--- config.mk ---
export PLATFORM = sky130hd
export DESIGN_NAME = can_err_irq_ctrl
export DESIGN_NICKNAME = d
export VERILOG_FILES = /design/src/rtl/can_eic_pkg.sv /design/src/rtl/err_level_fsm.sv /design/src/rtl/rx_activity_det.sv /design/src/rtl/sticky_flag.sv /design/src/rtl/can_err_irq_ctrl.sv
export SDC_FILE = /design/constraint.sdc
export NUM_CORES = 1
export LEC_CHECK = 0
export CORE_MARGIN = 5
export CORE_UTILIZATION = 45
export DETAILED_ROUTE_END_ITERATION = 10
export DONT_BUFFER_PORTS = 1
export GPL_ROUTABILITY_DRIVEN = 0
export GPL_TIMING_DRIVEN = 0
export PLACE_DENSITY_LB_ADDON = 0.1
export SLEW_MARGIN = 20
export SYNTH_ARGS = -nofsm -noshare
export SYNTH_HDL_FRONTEND = slang
export SYNTH_SLANG_ARGS = --single-unit
--- constraint.sdc ---
create_clock -name clk -period 1.55 [get_ports clk]
set_clock_uncertainty 0.1 [all_clocks]
set_input_delay 0.0775 -clock clk [delete_from_list [all_inputs] [get_ports clk]]
set_output_delay 0.0775 -clock clk [all_outputs]
set_load 0.01 [all_outputs]
--- src/rtl/can_eic_pkg.sv ---
package can_eic_pkg;
    typedef enum logic [1:0] {
        LVL_OK      = 2'd0,
        LVL_WARN    = 2'd1,
        LVL_PASSIVE = 2'd2,
        LVL_BUSOFF  = 2'd3
    } err_lvl_e;

    localparam int REG_ADDR_W = 2;
    localparam logic [REG_ADDR_W-1:0] ADDR_STATUS = 2'd0;
    localparam logic [REG_ADDR_W-1:0] ADDR_FLAGS  = 2'd1;
    localparam logic [REG_ADDR_W-1:0] ADDR_ENABLE = 2'd2;
    localparam logic [REG_ADDR_W-1:0] ADDR_OVF    = 2'd3;

    localparam int ST_RX_WARN = 0;
    localparam int ST_TX_WARN = 1;
    localparam int ST_RX_PASS = 2;
    localparam int ST_TX_PASS = 3;
    localparam int ST_BUS_OFF = 4;
    localparam int STATUS_W   = 5;

    localparam int FLG_ERR  = 0;
    localparam int FLG_WAKE = 1;
    localparam int FLAG_W   = 2;
endpackage

--- src/rtl/err_level_fsm.sv ---
module err_level_fsm
    import can_eic_pkg::*;
#(
    parameter int CNT_W       = 8,
    parameter int WARN_LVL    = 96,
    parameter int PASSIVE_LVL = 127
) (
    input  logic             clk,
    input  logic             rst,
    input  logic [CNT_W-1:0] cnt,
    input  logic             cnt_ovf,
    output logic             warn,
    output logic             passive,
    output logic             bus_off
);
    err_lvl_e state_q, state_d;
    logic     hit_warn, hit_pass;

    assign hit_warn = cnt_ovf | (cnt >= CNT_W'(WARN_LVL));
    assign hit_pass = cnt_ovf | (cnt >  CNT_W'(PASSIVE_LVL));

    always_ff @(posedge clk) begin
        if (rst) state_q <= LVL_OK;
        else     state_q <= state_d;
    end

    always_comb begin
        state_d = state_q;
        unique case (state_q)
            LVL_OK: begin
                if (cnt_ovf)       state_d = LVL_BUSOFF;
                else if (hit_pass) state_d = LVL_PASSIVE;
                else if (hit_warn) state_d = LVL_WARN;
            end
            LVL_WARN: begin
                if (cnt_ovf)        state_d = LVL_BUSOFF;
                else if (hit_pass)  state_d = LVL_PASSIVE;
                else if (!hit_warn) state_d = LVL_OK;
            end
            LVL_PASSIVE: begin
                if (cnt_ovf)        state_d = LVL_BUSOFF;
                else if (!hit_warn) state_d = LVL_OK;
                else if (!hit_pass) state_d = LVL_WARN;
            end
            LVL_BUSOFF: begin
                if (!cnt_ovf) begin
                    if (hit_pass)      state_d = LVL_PASSIVE;
                    else if (hit_warn) state_d = LVL_WARN;
                    else               state_d = LVL_OK;
                end
            end
            default: state_d = LVL_OK;
        endcase
    end

    always_comb begin
        warn    = (state_q != LVL_OK);
        passive = (state_q == LVL_PASSIVE) || (state_q == LVL_BUSOFF);
        bus_off = (state_q == LVL_BUSOFF);
    end
endmodule

--- src/rtl/rx_activity_det.sv ---
module rx_activity_det #(
    parameter int SYNC_STAGES = 2
) (
    input  logic clk,
    input  logic rst,
    input  logic rx_in,
    output logic line,
    output logic fall
);
    logic [SYNC_STAGES-1:0] sync_q;
    logic                   prev_q;

    always_ff @(posedge clk) begin
        if (rst) begin
            sync_q <= '1;
            prev_q <= 1'b1;
        end else begin
            sync_q <= {sync_q[SYNC_STAGES-2:0], rx_in};
            prev_q <= sync_q[SYNC_STAGES-1];
        end
    end

    assign line = sync_q[SYNC_STAGES-1];
    assign fall = prev_q & ~sync_q[SYNC_STAGES-1];
endmodule

--- src/rtl/sticky_flag.sv ---
module sticky_flag (
    input  logic clk,
    input  logic rst,
    input  logic set,
    input  logic clr,
    input  logic hold,
    output logic q
);
    always_ff @(posedge clk) begin
        if (rst) q <= 1'b0;
        else     q <= set | (q & ~(clr & ~hold));
    end
endmodule

--- src/rtl/can_err_irq_ctrl.sv ---
module can_err_irq_ctrl
    import can_eic_pkg::*;
#(
    parameter int CNT_W       = 8,
    parameter int NUM_BUF     = 8,
    parameter int DATA_W      = 8,
    parameter int WARN_LVL    = 96,
    parameter int PASSIVE_LVL = 127,
    parameter int SYNC_STAGES = 2,
    localparam int IDX_W      = (NUM_BUF > 1) ? $clog2(NUM_BUF) : 1
) (
    input  logic                  clk,
    input  logic                  rst,
    input  logic [CNT_W-1:0]      rx_err_cnt,
    input  logic [CNT_W-1:0]      tx_err_cnt,
    input  logic                  tx_err_cnt_ovf,
    input  logic                  msg_accept,
    input  logic [IDX_W-1:0]      msg_buf_idx,
    input  logic [NUM_BUF-1:0]    buf_full,
    input  logic                  sleep_mode,
    input  logic                  can_rx,
    input  logic                  reg_wr,
    input  logic [REG_ADDR_W-1:0] reg_addr,
    input  logic [DATA_W-1:0]     reg_wdata,
    output logic [DATA_W-1:0]     reg_rdata,
    output logic [STATUS_W-1:0]   status,
    output logic [FLAG_W-1:0]     irq_flags,
    output logic [NUM_BUF-1:0]    ovf_flags,
    output logic                  irq
);
    localparam int SIDES = 2;

    logic [CNT_W-1:0]    side_cnt [SIDES];
    logic [SIDES-1:0]    side_ovf, side_warn, side_pass, side_off;
    logic [STATUS_W-1:0] status_prev_q;
    logic                state_chg;
    logic                wr_flags, wr_enable, wr_ovf;
    logic [NUM_BUF-1:0]  ovf_set;
    logic                rx_line, rx_fall;
    logic [FLAG_W-1:0]   en_q;

    assign side_cnt[0] = rx_err_cnt;
    assign side_cnt[1] = tx_err_cnt;
    assign side_ovf    = {tx_err_cnt_ovf, 1'b0};

    for (genvar s = 0; s < SIDES; s++) begin : g_side
        err_level_fsm #(
            .CNT_W(CNT_W), .WARN_LVL(WARN_LVL), .PASSIVE_LVL(PASSIVE_LVL)
        ) u_lvl (
            .clk(clk), .rst(rst), .cnt(side_cnt[s]), .cnt_ovf(side_ovf[s]),
            .warn(side_warn[s]), .passive(side_pass[s]), .bus_off(side_off[s])
        );
    end

    always_comb begin
        status             = '0;
        status[ST_RX_WARN] = side_warn[0];
        status[ST_TX_WARN] = side_warn[1];
        status[ST_RX_PASS] = side_pass[0];
        status[ST_TX_PASS] = side_pass[1];
        status[ST_BUS_OFF] = |side_off;
    end

    always_ff @(posedge clk) begin
        if (rst) status_prev_q <= '0;
        else     status_prev_q <= status;
    end
    assign state_chg = (status != status_prev_q);

    assign wr_flags  = reg_wr && (reg_addr == ADDR_FLAGS);
    assign wr_enable = reg_wr && (reg_addr == ADDR_ENABLE);
    assign wr_ovf    = reg_wr && (reg_addr == ADDR_OVF);

    for (genvar i = 0; i < NUM_BUF; i++) begin : g_buf
        assign ovf_set[i] = msg_accept && buf_full[i] && (msg_buf_idx == IDX_W'(i));
        sticky_flag u_ovf (
            .clk(clk), .rst(rst), .set(ovf_set[i]),
            .clr(wr_ovf & reg_wdata[i]), .hold(1'b0), .q(ovf_flags[i])
        );
    end

    rx_activity_det #(.SYNC_STAGES(SYNC_STAGES)) u_act (
        .clk(clk), .rst(rst), .rx_in(can_rx), .line(rx_line), .fall(rx_fall)
    );

    sticky_flag u_err (
        .clk(clk), .rst(rst), .set(state_chg | (|ovf_set)),
        .clr(wr_flags & reg_wdata[FLG_ERR]), .hold(|ovf_flags),
        .q(irq_flags[FLG_ERR])
    );

    sticky_flag u_wake (
        .clk(clk), .rst(rst), .set(sleep_mode & rx_fall),
        .clr(wr_flags & reg_wdata[FLG_WAKE]), .hold(sleep_mode & ~rx_line),
        .q(irq_flags[FLG_WAKE])
    );

    always_ff @(posedge clk) begin
        if (rst)            en_q <= '0;
        else if (wr_enable) en_q <= reg_wdata[FLAG_W-1:0];
    end

    assign irq = |(irq_flags & en_q);

    always_comb begin
        reg_rdata = '0;
        unique case (reg_addr)
            ADDR_STATUS: reg_rdata = DATA_W'(status);
            ADDR_FLAGS:  reg_rdata = DATA_W'(irq_flags);
            ADDR_ENABLE: reg_rdata = DATA_W'(en_q);
            ADDR_OVF:    reg_rdata = DATA_W'(ovf_flags);
            default:     reg_rdata = '0;
        endcase
    end
endmodule

# == Word level (Yosys, flattened, before mapping) ==
# Cells that the tools add are included.
# Widths: inputs -> output; s select.
# totals
reg_bits,24
word_cells,152
# op_classes
n_bitwise,52
magnitude_cmp,4
n_eq_ne,24
reduce_logical,33
muxes,23
# ops
cell,n
$mux 2,18
$pmux 8 s4,1
$and 1x1->1,25
$logic_and 1x1->1,19
$ge 8x7->1 const B,2
$gt 8x7->1 const B,2
$pmux 2 s4,2
$reduce_or 8->1,2
$not 1->1,13
$or 1x1->1,13
$eq 2x2->1 const B,6
$eq 3x3->1 const B,4
$ne 4x4->1 const B,2
$eq 2x1->1 const B,3
$eq 3x2->1 const B,2
$logic_not 2->1,3
$ne 3x3->1 const B,2
$ne 5x5->1,1
$ne 4x2->1 const B,1
$reduce_and 4->1,1
$reduce_bool 2->1,2
$reduce_or 2->1,2
$eq 3x1->1 const B,1
$logic_not 3->1,1
other kinds (6),8

# == Logic depth before layout (Yosys ltp) ==
# logic_depth
word_depth,7
mapped_depth,6
depth_no_buf,4

# == Hierarchy ==
# A second synthesis with hierarchy kept.
# hier_totals
cells_unflattened,143
area_unflattened_um2,1353.8
# by_module_without_submodules
module,cells_per_inst,area_each_um2,instances
can_err_irq_ctrl,76,645.6,1
sticky_flag,4,46.3,10
err_level_fsm,10,80.1,2
rx_activity_det,7,85.1,1

# == Worst setup path before layout ==
# OpenSTA, ideal clock, no wires.
# synth_timing
kind,register -> register
start,reg g_buf[2].u_ovf.q
end,reg u_err.q
setup_ps,137
path_stages_with_launch,4
t_arrival_ps,1061
n_path_buf,0
setup_slack_ps,252
synth_period_minus_slack_ps,1298
required_time_ps,1313
path_cell_list,dfxtp_1 or4_1 o21ai_1 a41oi_2
# synth_via
elab_chain_cells,6
# synth_rtl
item,line,source
"start, declared",sticky_flag.sv:7,output logic q
"start signal, assigned",sticky_flag.sv:11,else q <= set | (q & ~(clr & ~hold));
$reduce_or 8->1,can_err_irq_ctrl.sv:88,".clr(wr_flags & reg_wdata[FLG_ERR]), .hold(|ovf_flags),"
$not 1->1,sticky_flag.sv:11,
$and 1x1->1,sticky_flag.sv:11,
$not 1->1,sticky_flag.sv:11,
$and 1x1->1,sticky_flag.sv:11,
$or 1x1->1,sticky_flag.sv:11,
"end signal, assigned",sticky_flag.sv:11,
"end, declared",sticky_flag.sv:7,
# No other way between the ends.
# A chain may end at the register's enable or synchronous reset.

# == Final worst setup path ==
# layout_timing
start,reg g_side[1].u_lvl.state_q[0]
end,out reg_rdata[1]
# layout_via
elab_chain_cells,2
# layout_rtl
item,line,source
"start, declared",err_level_fsm.sv:16,"err_lvl_e state_q, state_d;"
"start signal, assigned",err_level_fsm.sv:24,else state_q <= state_d;
$reduce_bool 2->1,err_level_fsm.sv:57,warn = (state_q != LVL_OK);
net g_side[1].u_lvl.warn,err_level_fsm.sv:12,"output logic warn,"
$pmux 8 s4,can_err_irq_ctrl.sv:107,unique case (reg_addr)
"end, declared",can_err_irq_ctrl.sv:25,"output logic [DATA_W-1:0] reg_rdata,"
# The timed path passes the listed nets, and every way through them passes these cells.

==> metrics <==
status=finished, violations left; failing checks=negative setup slack; register area=490 µm²; number of synthesized register bits=24; CTS Sinks=24; fillcell total=255; Post-DRT Antenna Nets=0; area of placed instances=0.00130 mm²; worst path setup slack after routing=-36.2 ps; buffer cell driving the clock tree root=clkbuf_4; post-layout min period=1590 ps; Slew Limit Headroom=0.660; Overflow after GRT=0; HPWL after detailed placement=2.44 mm; reg-to-reg setup timing slack=100 ps; count of warnings emitted by yosys=0; Total Routed Length=3.63 mm; Die Footprint=0.00397 mm²; number of violations of the max-capacitance limit=0; DIE HEIGHT=63.0 µm; cell count after synthesis=140; layout cells sized above 1=0.233; endpoint arrival time on the critical path=1410 ps; Std-Cell Core Area=0.00273 mm²; kind of end point of the critical path=primary output; Yosys top cell area share=0.380; vias in the first global route=1,157; worst hold path type=primary input to flip-flop; count of inserted antenna diode cells=0; maximum resistive drop on vdd=0.778 mV; fin. max-slew vios=0; DP Cell Count=171; Chip Width=63.0 µm; power per cell area=685 mW/mm²; initial cell density of the core=0.463; total clock buffers created by CTS=3; level count of the clock H-tree=1; required time of the critical path=1370 ps; fraction of registers with async set or reset after synthesis=0; netlist area before placement=0.00126 mm²; Via-to-Cell Ratio=5.70; final instance count without filler cells=211; Post-Synthesis Net Count=184; maximum clock rate=630 MHz; Total GRT Usage=0.173; post-synthesis sequential area ratio=0.380; largest net degree at the start of global routing=13; insertion delay to the later sink of the worst-skew pair=310 ps; number of I/O pins=68; Post-synth EDFFs=0; DRC violations left=0; top area cells in the synthesized netlist=dfxtp_1, buf_4, mux4_2, nor2b_1, nand2_1; main flop type after synthesis=dfxtp_1; final design instance area without fill=0.00172 mm²; Layout Area Growth over Synthesis=36.1%; wire length of the first global-routing pass=5.50 mm; via count=1,203; Total Neg Setup Slack=-61.6 ps; highest net fanout along the worst path=3; leakage power of the design=0.000715 µW; site row count=19; post-synthesis area per instance=9.04 µm²; Finished Core Util=0.630; Reg clk slew, reported paths=120 ps; Setup violations, final=2; distinct cell type count after synthesis=36; count of TritonRoute iterations in the first routing pass=4; TritonCTS clock tree=done; library cell occupying the most area in the post-synthesis netlist=dfxtp_1; Bufs on Longest Clock Path=2; Fin. Hold Viols=0; Final period util=1.02; sort of element at the start of the critical path=flip-flop; RSZ-0062 raised after global routing=true; count of input and output buffers=0; Worst Tran Pin Value=510 ps; final routed wire length divided by cell count=17.2 µm; Final #Nets=226; critical path class=flip-flop to primary output; initial antenna violation count=0; final total power=1180 µW; 1st-iter DRT viols=31; area of combinational cells with multiple inputs=658 µm²
## cells in the mapped netlist, types with 2 or more instances
library cell  number
nor2_1            12
o21ai_0            2
buf_4             14
nand3b_1           4
nor2b_1            8
a31oi_1            2
clkbuf_1           6
mux2i_1            2
and3_1             4
dfxtp_1           24
xor2_1             2
mux4_2             3
a21oi_1            4
nand3_1            3
or2_2              5
a32oi_1            5
nand2_1           13
and2_1             2
o31ai_1            2
a22o_1             5
nand4_1            2
inv_1              2
## flip-flops by register name (all words and copies together) (netlist names)
name	cells
g_side.u_lvl.state_q	4
u_err.q	1
u_wake.q	1
u_act.sync_q	2
status_prev_q	5
g_buf.u_ovf.q	8
en_q	2
u_act.prev_q	1
## metrics by stage
stage,hold WS [ps],setup WS (ps)
after detailed placement,52.4,45.9
final,52.6,-36.2
after global placement,50.4,68.1
after global routing,40.5,-80.7
after CTS,15.3,-41.6
after floorplan,49.1,252
## area by class of cell
cell class / count / area share
multi-input cells: 92 / 0.382
repair buffers: 37 / 0.209
well taps: 31 / 0.0225
inverters: 2 / 0.00436
plain buffers: 22 / 0.0836
flip-flops and latches: 24 / 0.285
clock buffers: 3 / 0.0131
## layer usage
metal | up-vias | track usage | wire length (µm)
met3 | 11 | 0.0558 | 266
met4 | 0 | 0.0663 | 71
met1 | 578 | 0.188 | 1410
met2 | 50 | 0.306 | 1890
met5 | - | 0 | 0
li1 | 564 | - | -
## placed cells by master (no fill, tap or decap), drive strengths merged, types with 2 or more instances in the layout
cell / n
a21oi: 4
a22o: 5
a31oi: 2
a32oi: 5
and2: 2
and3: 4
buf: 21
clkbuf: 9
dfxtp: 24
dlygate4sd3: 31
inv: 2
mux2i: 2
mux4: 3
nand2: 13
nand2b: 2
nand3: 3
nand3b: 4
nand4: 2
nor2: 12
nor2b: 8
o21ai: 3
o31ai: 2
or2: 5
xor2: 2
## worst paths after layout
kind,startpoint,end,cells past startpoint
max,g_side[1].u_lvl.state_q[0]$_SDFFE_PP0P_,reg_rdata[1],2
min,msg_buf_idx[0],g_buf[4].u_ovf.q$_SDFF_PP0_,3
max reg2reg,g_side[1].u_lvl.state_q[1]$_SDFFE_PP0P_,u_err.q$_SDFF_PP0_,5
min reg2reg,u_act.sync_q[0]$_SDFF_PP1_,u_act.sync_q[1]$_SDFF_PP1_,1
## what timing repair did
action	in CTS	in global routing
hold endpoints to repair	20	1
resized for setup	10	4
gates cloned	0	0
pin swaps	0	2
hold buffers	31	1
buffers inserted	5	0
setup endpoints to repair	2	5
## logic make-up (layout without fill, tap and decap cells)
| kind of cell | count (synthesis) | after routing | share of synthesized area |
|---|---|---|---|
| xor gates and xnor gates | 3 | 3 | 0.0208 |
| buffers and inverters | 24 | 64 | 0.120 |
| and+or+nand+nor | 61 | 61 | 0.271 |
| AOI/OAI and AO/OA | 23 | 23 | 0.139 |
| DFF | 24 | 24 | 0.380 |
| muxes | 5 | 5 | 0.0692 |
## where the power goes
group / leakage (µW) / total [µW] / internal, µW / switching, µW
clock: 0.0000138 / 265 / 90.8 / 175
combinational: 0.000503 / 255 / 146 / 109
sequential: 0.000199 / 658 / 640 / 17.8
## critical path, cell delays in order, from the launching register on
cell     delay, ps
dfxtp_2        340
or2_4          250
mux4_2         510
(Power assumes the default switching activity.)
